**config.mk**
```make
export PLATFORM = sky130hd
export DESIGN_NAME = alsu_core
export DESIGN_NICKNAME = d
export VERILOG_FILES = /design/src/rtl/alsu_pkg.sv /design/src/rtl/alsu_arith.sv /design/src/rtl/alsu_logic.sv /design/src/rtl/alsu_shift.sv /design/src/rtl/alsu_core.sv
export SDC_FILE = /design/constraint.sdc
export NUM_CORES = 1
export LEC_CHECK = 0
export ABC_AREA = 1
export ABC_CLOCK_PERIOD_IN_PS = 3500
export BUFFER_PORTS_ARGS = -buffer_cell sky130_fd_sc_hd__buf_4
export CAP_MARGIN = 40
export CORE_MARGIN = 3
export CORE_UTILIZATION = 62
export CTS_CLUSTER_DIAMETER = 120
export DETAILED_ROUTE_END_ITERATION = 12
export PLACE_DENSITY = 0.95
export SLEW_MARGIN = 20
export SYNTH_ARGS = -nofsm -noshare
export SYNTH_HDL_FRONTEND = slang
export SYNTH_SLANG_ARGS = --single-unit
```
**constraint.sdc**
```tcl
create_clock -name clk -period 3.5 [get_ports clk]
set_input_delay 0.525 -clock clk [delete_from_list [all_inputs] [get_ports clk]]
set_output_delay 0.525 -clock clk [all_outputs]
set_load 0.01 [all_outputs]
```
**src/rtl/alsu_pkg.sv**
```systemverilog
package alsu_pkg;

    typedef enum logic [1:0] {
        GRP_ARITH = 2'b00,
        GRP_LOGIC = 2'b01,
        GRP_RIGHT = 2'b10,
        GRP_LEFT  = 2'b11
    } alsu_grp_e;

    typedef enum logic [1:0] {
        SH_PLAIN  = 2'b00,
        SH_ROT    = 2'b01,
        SH_ROTC   = 2'b10,
        SH_ARITH  = 2'b11
    } alsu_shift_e;

    typedef struct packed {
        logic carry;
        logic ovf;
    } alsu_side_t;

endpackage

```
**src/rtl/alsu_arith.sv**
```systemverilog
module alsu_arith
    import alsu_pkg::*;
#(
    parameter int WIDTH = 16
) (
    input  logic [WIDTH-1:0] a_i,
    input  logic [WIDTH-1:0] b_i,
    input  logic [1:0]       op_i,
    input  logic             cin_i,
    output logic [WIDTH-1:0] res_o,
    output alsu_side_t       side_o
);
    localparam int SUM_W = WIDTH + 1;

    logic [WIDTH-1:0] y_d;
    logic [SUM_W-1:0] sum_d;

    always_comb begin
        unique case (op_i)
            2'b00:   y_d = '0;
            2'b01:   y_d = b_i;
            2'b10:   y_d = ~b_i;
            default: y_d = '1;
        endcase
        sum_d = {1'b0, a_i} + {1'b0, y_d} + {{(SUM_W-1){1'b0}}, cin_i};
        res_o = sum_d[WIDTH-1:0];
        side_o.carry = sum_d[WIDTH];
        side_o.ovf   = (a_i[WIDTH-1] == y_d[WIDTH-1]) &&
                       (sum_d[WIDTH-1] != a_i[WIDTH-1]);
    end

endmodule

```
**src/rtl/alsu_logic.sv**
```systemverilog
module alsu_logic
    import alsu_pkg::*;
#(
    parameter int WIDTH = 16
) (
    input  logic [WIDTH-1:0] a_i,
    input  logic [WIDTH-1:0] b_i,
    input  logic [1:0]       op_i,
    output logic [WIDTH-1:0] res_o,
    output alsu_side_t       side_o
);

    always_comb begin
        unique case (op_i)
            2'b00:   res_o = a_i & b_i;
            2'b01:   res_o = a_i | b_i;
            2'b10:   res_o = a_i ^ b_i;
            default: res_o = ~a_i;
        endcase
        side_o = '0;
    end

endmodule

```
**src/rtl/alsu_shift.sv**
```systemverilog
module alsu_shift
    import alsu_pkg::*;
#(
    parameter int WIDTH = 16,
    parameter bit LEFT  = 1'b0
) (
    input  logic [WIDTH-1:0] a_i,
    input  logic [1:0]       op_i,
    input  logic             cin_i,
    output logic [WIDTH-1:0] res_o,
    output alsu_side_t       side_o
);
    localparam int MSB = WIDTH - 1;

    alsu_shift_e mode_d;
    logic        fill_d;

    assign mode_d = alsu_shift_e'(op_i);

    generate
        if (LEFT) begin : gen_left
            always_comb begin
                unique case (mode_d)
                    SH_ROT:  fill_d = a_i[MSB];
                    SH_ROTC: fill_d = cin_i;
                    default: fill_d = 1'b0;
                endcase
                res_o        = {a_i[MSB-1:0], fill_d};
                side_o.carry = a_i[MSB];
                side_o.ovf   = (mode_d == SH_ARITH) ? (a_i[MSB] ^ a_i[MSB-1]) : 1'b0;
            end
        end else begin : gen_right
            always_comb begin
                unique case (mode_d)
                    SH_ROT:   fill_d = a_i[0];
                    SH_ROTC:  fill_d = cin_i;
                    SH_ARITH: fill_d = a_i[MSB];
                    default:  fill_d = 1'b0;
                endcase
                res_o        = {fill_d, a_i[MSB:1]};
                side_o.carry = a_i[0];
                side_o.ovf   = 1'b0;
            end
        end
    endgenerate

endmodule

```
**src/rtl/alsu_core.sv**
```systemverilog
module alsu_core
    import alsu_pkg::*;
#(
    parameter int WIDTH = 16
) (
    input  logic             clk,
    input  logic             rst_n,
    input  logic [WIDTH-1:0] a_in,
    input  logic [WIDTH-1:0] b_in,
    input  logic [3:0]       sel_in,
    input  logic             cin_in,
    output logic [WIDTH-1:0] f_out,
    output logic             v_out,
    output logic             s_out,
    output logic             z_out,
    output logic             c_out
);
    localparam int MSB    = WIDTH - 1;
    localparam int N_GRP  = 4;

    typedef struct packed {
        logic [WIDTH-1:0] f;
        logic             v;
        logic             s;
        logic             z;
        logic             c;
    } out_t;

    logic [WIDTH-1:0] grp_res [N_GRP];
    alsu_side_t       grp_side [N_GRP];
    alsu_grp_e        grp_sel;
    out_t             out_d, out_q;
    logic             past_valid_d, past_valid_q;

    assign grp_sel = alsu_grp_e'(sel_in[3:2]);

    alsu_arith #(.WIDTH(WIDTH)) u_arith (
        .a_i    (a_in),
        .b_i    (b_in),
        .op_i   (sel_in[1:0]),
        .cin_i  (cin_in),
        .res_o  (grp_res[GRP_ARITH]),
        .side_o (grp_side[GRP_ARITH])
    );

    alsu_logic #(.WIDTH(WIDTH)) u_logic (
        .a_i    (a_in),
        .b_i    (b_in),
        .op_i   (sel_in[1:0]),
        .res_o  (grp_res[GRP_LOGIC]),
        .side_o (grp_side[GRP_LOGIC])
    );

    alsu_shift #(.WIDTH(WIDTH), .LEFT(1'b0)) u_right (
        .a_i    (a_in),
        .op_i   (sel_in[1:0]),
        .cin_i  (cin_in),
        .res_o  (grp_res[GRP_RIGHT]),
        .side_o (grp_side[GRP_RIGHT])
    );

    alsu_shift #(.WIDTH(WIDTH), .LEFT(1'b1)) u_left (
        .a_i    (a_in),
        .op_i   (sel_in[1:0]),
        .cin_i  (cin_in),
        .res_o  (grp_res[GRP_LEFT]),
        .side_o (grp_side[GRP_LEFT])
    );

    always_comb begin
        out_d.f = grp_res[grp_sel];
        out_d.c = grp_side[grp_sel].carry;
        out_d.v = grp_side[grp_sel].ovf;
        out_d.z = ~|out_d.f;
        out_d.s = out_d.f[MSB];
        past_valid_d = 1'b1;
    end

    always_ff @(posedge clk) begin
        if (!rst_n) begin
            out_q        <= '0;
            past_valid_q <= 1'b0;
        end else begin
            out_q        <= out_d;
            past_valid_q <= past_valid_d;
        end
    end

    assign f_out = out_q.f;
    assign v_out = out_q.v;
    assign s_out = out_q.s;
    assign z_out = out_q.z;
    assign c_out = out_q.c;

    // pass-through select returns the operand seen one edge earlier
    a_r3_pass_through: assert property (@(posedge clk) disable iff (!rst_n || !past_valid_q)
        ($past(sel_in) == 4'b0000 && !$past(cin_in)) |-> (f_out == $past(a_in)));

    // logic group never reports carry or overflow
    a_r5_logic_flags_clear: assert property (@(posedge clk) disable iff (!rst_n || !past_valid_q)
        ($past(sel_in[3:2]) == 2'b01) |-> (!c_out && !v_out));

    // right group carry is the old bit 0
    a_r6_right_carry: assert property (@(posedge clk) disable iff (!rst_n || !past_valid_q)
        ($past(sel_in[3:2]) == 2'b10) |-> (c_out == $past(a_in[0]) && !v_out));

    // left group carry is the old top bit
    a_r7_left_carry: assert property (@(posedge clk) disable iff (!rst_n || !past_valid_q)
        ($past(sel_in[3:2]) == 2'b11) |-> (c_out == $past(a_in[MSB])));

    // arithmetic left shift flags a sign change
    a_r7_asl_overflow: assert property (@(posedge clk) disable iff (!rst_n || !past_valid_q)
        ($past(sel_in) == 4'b1111) |-> (v_out == ($past(a_in[MSB]) ^ $past(a_in[MSB-1]))));

    // rotate through carry inserts the carry input
    a_r8_rorc_fill: assert property (@(posedge clk) disable iff (!rst_n || !past_valid_q)
        ($past(sel_in) == 4'b1010) |-> (f_out[MSB] == $past(cin_in)));

    a_r8_rolc_fill: assert property (@(posedge clk) disable iff (!rst_n || !past_valid_q)
        ($past(sel_in) == 4'b1110) |-> (f_out[0] == $past(cin_in)));

    // reset holds everything cleared
    a_r1_reset_clear: assert property (@(posedge clk)
        $past(!rst_n) |-> (f_out == '0 && !v_out && !s_out && !z_out && !c_out));

endmodule

```
==> results of run 1 <==
==> cell type report <==
type	instances	area [um2]
Clock buffer	4	45.0
Sequential cell	19	380
Fill cell	443	1170
Inverter	92	348
Multi-Input combinational cell	442	2460
Timing Repair Buffer	60	450
Tap cell	67	83.8
==> flip-flops by register name, summed over array words and instances (netlist names) <==
name	cells
c_out	1
f_out	16
v_out	1
z_out	1
==> tightest hold or removal path, delay by kind of cell <==
family	cells	cell delay (ns)
compound gates	1	0.07
buf+inv	2	0.13
==> power by group through the flow <==
stage / Sequential, mW / Combinational (mW) / Clock, mW
final: 0.240 / 0.534 / 0.160
after global routing: 0.241 / 0.594 / 0.167
after CTS: 0.240 / 0.520 / 0.158
after detailed placement: 0.245 / 0.516 / 0
after global placement: 0.244 / 0.500 / 0
after floorplan: 0.254 / 0.338 / 0
==> synth_stat cells (all sizes together) (3+ instances only) <==
master and number:
a21oi 56, buf 16, clkbuf 7, dfxtp 19, ha 52, inv 91, nand2 185, nand3 39
nand3b 3, nand4 4, nor2 39, o211ai 15, o21ai 39
==> worst max-delay path by stage <==
stage          endpoint  cells past startpoint
6_report          z_out                     17
4_1_cts           z_out                     17
3_5_place_dp      z_out                     18
5_1_grt           z_out                     21
2_1_floorplan     z_out                     21
3_3_place_gp      z_out                     17
==> kinds of logic after synthesis <==
group                      Yosys count  share of synthesized area
and+or+nand+nor                    275                      0.349
buffers and inverters              115                      0.143
adders and majority gates           54                      0.208
AOI/OAI and AO/OA                  112                      0.183
DFF                                 19                      0.115
xor gates and xnor gates             1                    0.00264
==> metrics by stage <==
| stage | setup WS (ns) | std cells | cell area, um2 | utilization | total power, mW |
|---|---|---|---|---|---|
| after global placement | 0.487 | 680 | 3720 | 0.754 | 0.744 |
| after detailed placement | 0.494 | 680 | 3720 | 0.754 | 0.761 |
| after floorplan | 0.977 | 576 | 3320 | - | 0.592 |
| final | 0.667 | 684 | 3770 | 0.763 | 0.934 |
| after global routing | 0.420 | 684 | 3770 | 0.763 | 1.00 |
| after CTS | 0.755 | 684 | 3770 | 0.763 | 0.917 |
==> per-layer routing <==
layer | share of wire | vias to the layer above
li1 | - | 1917
met1 | 0.37 | 1761
met2 | 0.47 | 281
met3 | 0.11 | 63
met4 | 0.053 | 0
met5 | 0 | -
==> metrics.yaml, run 1 <==
status:
  status: "completed"
power:
  vdd_drop_max_mv: 0.154
  p_int_mw: 0.513
  p_switching_mw: 0.421
  p_comb_frac: 0.572
  seq_power_share: 0.257
  p_leak_nw: 2.16
  powerDensity_nw_per_um2: 248
  p_clk_frac: 0.171
  swShare: 0.451
setup_path:
  cp_cell_sequence: "buf_4 > inv_1 > o21ai_0 > fa_1 > inv_1 > fa_1 > inv_1 > nand3_1 > nand2_1 > nand2_1 > nand3_1 > nand3_1 > a21oi_1 > nand2_1 > nor2_1 > nand3_1 > nor2_1"
  worstPathRequired_ns: 3.70
  cp-start-kind: "primary input"
  end_kind: "flop"
  path_buf_inv: 4
  cp_common_cell: "nand3_1"
  criticalPathCategory: "in2reg"
  crit_fanout: 9
  setup.worst_path.start: "sel_in[1]"
  critPathSlowestCell: "fa_1"
  critPathMaxStageDelay_ns: 0.37
  crit_family: "simple AND/OR/NAND/NOR gates"
  cp.arrival_ns: 3.03
logic_synthesis:
  async_flop_share: 0
  yosysTopAreaCell: "nand2_1"
  ys_seq_area_frac: 0.115
  yosys-top-cells-area: "nand2_1 (20%), ha_1 (20%), dfxtp_1 (11%)"
  synth_ff_type: "dfxtp_1"
  syn_area_um2: 3320
  syn_inst: 576
  synth_nets: 669
  yosysTopAreaCellShare: 0.202
  synth_cell_types: 33
  syn_area_per_cell_um2: 5.76
  synth-edff-count: 0
  ys_ff_latch: 19
  yosysWarnings: 0
die:
  start_util: 0.671
  core_um2: 4940
  die_area_um2: 6260
  pin_count: 59
  die_w_um: 79.1
  row_count: 25
  die_h_um: 79.1
global_route:
  grt_use_met2: 0.586
  track_usage: 0.335
  grt_remaining_overflow: 0
  antenna_found_initial: 0
  busiest_layer: "met2"
  grt_pass1_vias: 3798
  grt_max_degree: 37
  met3_usage: 0.0488
  grt_first_pass_wirelength_um: 16900
  grtUsageMet1: 0.383
route:
  drt_iter0_markers: 413
  drt-pass1-iter-count: 6
  antenna_left: 0
  routed_via_density: 5.88
  route.detailed.drc: 0
  wl_per_cell_um: 15.7
  vias: 4022
  totalWireLength_um: 10700
timing:
  holdWs_ns: 0.487
  fmax_mhz: 353
  slew_headroom: 0.418
  period_needed_ns: 2.83
  rsz0062_at_grt: "no"
  hold_violations: 0
  tightest_slew_ns: 0.874
  fin_tns_setup_ns: 0
  post-route-period-util: 0.809
  setup_viol: 0
  drv_slew: 0
min_path:
  hold_end: "f_out[0]"
  hold_class: "in2reg"
  holdPathStages: 3
  hold_start: "rst_n"
placement:
  gp_congestion: 1.04
  io_buffers: 58
  dpl.hpwl_um: 7970
clock_tree:
  htreeDepth: 1
  cts_tree: "done"
  clock-sinks: 19
  post_cts_buffers: 0
  clock_path_buffers: 2
  cts_hold_buf: 0
  clockRootBuffer: "clkbuf_8"
  cts_buffers: 3
  cts_resized: 0
  clk_pin_slew_worst_paths_ns: 0.08
finish:
  num_antenna_cells: 0
  final_common_cell: "nand2_1"
  nets: 711
  area_delta_synth_final_pct: 13.7
  final_cell_mix: "nand2_1 (178), inv_1 (86), buf_4 (60)"
  drive_gt1_frac: 0.136
flow_run:
  drv_cap: 0
No activity file was read; power rests on OpenSTA's default activity.
==> inputs of run 2 (changes only) <==
--- a/config.mk
+++ b/config.mk
@@ -6,14 +6,14 @@
 export NUM_CORES = 1
 export LEC_CHECK = 0
 export ABC_AREA = 1
-export ABC_CLOCK_PERIOD_IN_PS = 3500
+export ABC_CLOCK_PERIOD_IN_PS = 2900
 export BUFFER_PORTS_ARGS = -buffer_cell sky130_fd_sc_hd__buf_4
 export CAP_MARGIN = 40
 export CORE_MARGIN = 3
-export CORE_UTILIZATION = 62
+export CORE_UTILIZATION = 58
 export CTS_CLUSTER_DIAMETER = 120
 export DETAILED_ROUTE_END_ITERATION = 12
-export PLACE_DENSITY = 0.95
+export PLACE_DENSITY = 0.92
 export SLEW_MARGIN = 20
 export SYNTH_ARGS = -nofsm -noshare
 export SYNTH_HDL_FRONTEND = slang
==> constraint.sdc (replaced) <==
create_clock -name clk -period 2.9 [get_ports clk]
set_input_delay 0.435 -clock clk [delete_from_list [all_inputs] [get_ports clk]]
set_output_delay 0.435 -clock clk [all_outputs]
set_load 0.01 [all_outputs]
==> metrics.yaml, run 2 (same netlist as run 1, synthesis figures left out) <==
placement:
  gp_congestion: 1.04  # +0.29%
  dpl.hpwl_um: 8110  # +1.8%
  dp_cells: 686  # +0.88%
  place_area_um2: 3750  # +0.71%
  io_buffers: 58  # unchanged
  pre_cts_ws_ns: -0.0443  # -0.538 ns
clock_tree:
  clock_path_buffers: 2  # unchanged
  clk_pin_slew_worst_paths_ns: 0.08  # about the same
  htreeDepth: 1  # unchanged
  clock-sinks: 19  # unchanged
  cts_hold_buf: 0  # unchanged
  cts_buffers: 3  # unchanged
  clockRootBuffer: "clkbuf_8"
  cts_tree: "done"
finish:
  utilization: 0.717  # -0.0459
  final_cell_mix: "nand2_1 (178), inv_1 (86), buf_4 (63)"
  instances_no_fill: 690  # +0.88%
  design_area_um2: 3800  # +0.83%
  fillers: 488  # +10%
  num_antenna_cells: 0  # unchanged
  drive_gt1_frac: 0.144  # +0.00741
  final_common_cell: "nand2_1"
  largest_register_ffs: 16  # unchanged
  area_delta_synth_final_pct: 14.6
  nets: 714  # +0.42%
global_route:
  track_usage: 0.320  # -0.0151
  grt_pass1_vias: 3757  # -1.1%
  grt_first_pass_wirelength_um: 16800  # -0.61%
  grt_max_degree: 37  # unchanged
  grt_remaining_overflow: 0  # unchanged
  antenna_found_initial: 0  # unchanged
setup_path:
  end_kind: "flop"
  cp.arrival_ns: 2.88  # -0.15 ns
  cp-start-kind: "primary input"
  crit_fanout: 19  # +10
  criticalPathCategory: "in2reg"
  cp_cell_sequence: "buf_4 > nand2_1 > o21ai_0 > fa_1 > inv_1 > fa_1 > inv_1 > nand3_1 > nand2_1 > nand2_1 > nand3_1 > nand3_1 > a21oi_2 > nand2_1 > nor2_1 > nand3_1 > nor2_1"
  worstPathRequired_ns: 3.11  # -0.59 ns
  critPathSlowestCell: "fa_1"
  critPathMaxStageDelay_ns: 0.39  # +0.02 ns
  crit_family: "simple AND/OR/NAND/NOR gates"
  path_buf_inv: 3  # -1
min_path:
  hold_class: "in2reg"
power:
  vdd_drop_max_mv: 0.224  # +46%
  swShare: 0.449  # -0.00203
  p_leak_nw: 2.17  # +0.83%
  powerDensity_nw_per_um2: 296  # +19%
  p_switching_mw: 0.504  # +20%
  seq_power_share: 0.258  # about the same
  finalPower_mw: 1.12  # +20%
  p_comb_frac: 0.572  # about the same
  p_int_mw: 0.620  # +21%
  p_clk_frac: 0.170  # about the same
timing:
  slew_headroom: 0.478  # +0.0605
  post-route-period-util: 0.922
  period_needed_ns: 2.67
  rsz0062_at_grt: "no"
  hold_violations: 0  # unchanged
  drv_slew: 0  # unchanged
  holdWs_ns: 0.405  # -0.0817 ns
  setup_ws_ns: 0.227  # -0.440 ns
  tightest_slew_ns: 0.783  # -0.0907 ns
  fmax_mhz: 374
  fin_tns_setup_ns: 0  # unchanged
  setup_viol: 0  # unchanged
die:
  die_h_um: 81.6  # +3.1%
  core_um2: 5300  # +7.3%
  start_util: 0.625  # -0.0456
  pin_count: 59  # unchanged
  row_count: 26  # +4.0%
  die_area_um2: 6660  # +6.4%
  die_w_um: 81.6  # +3.1%
route:
  vias: 3951  # -1.8%
  route.detailed.drc: 0  # unchanged
  wl_per_cell_um: 15.1  # -3.5%
  drt_iter0_markers: 344  # -17%
  routed_via_density: 5.73  # -2.6%
  drt-pass1-iter-count: 6  # unchanged
  antenna_left: 0  # unchanged
  totalWireLength_um: 10400  # -2.6%
flow_run:
  drv_cap: 0  # unchanged
status:
  status: "completed"
[run 2: repair_timing]
item                                    in CTS  in global routing
endpoints found under the setup margin       0                  1
buffers inserted                             0                  0
gates resized for setup                      0                  1
hold endpoints to repair                     0                  0
[run 2: power by group through the flow]
stage / clock, mW / sequential, mW / combinational, mW
floorplan: 0 / 0.306 / 0.408
global placement: 0 / 0.294 / 0.602
detailed placement: 0 / 0.296 / 0.624
CTS: 0.189 / 0.290 / 0.628
global route: 0.202 / 0.291 / 0.717
finish: 0.191 / 0.289 / 0.643
[run 2: final cells by class]
type	instances	area [um2]	share of cell area
clock buffer	3	41.3	0.0109
clock inverter	1	5.00	0.00132
inverter	92	348	0.0915
multi-input combinational	442	2470	0.649
sequential	19	380	0.100
tap	70	87.6	0.0230
timing repair buffer	63	473	0.124
[run 2: final timing paths]
| kind | slack (ns) | cells after the start | from | endpoint |
|---|---|---|---|---|
| worst max-delay path | 0.23 | 17 | sel_in[0] | z_out |
| worst min-delay path | 0.41 | 3 | rst_n | f_out[0] |
[run 2: routing by layer]
layer / routed length (um) / GRT usage / vias to the layer above
met5: 0 / 0 / -
met2: 5140 / 0.576 / 215
met3: 811 / 0.0493 / 44
met1: 4030 / 0.365 / 1766
met4: 448 / 0.158 / 0
li1: - / - / 1926
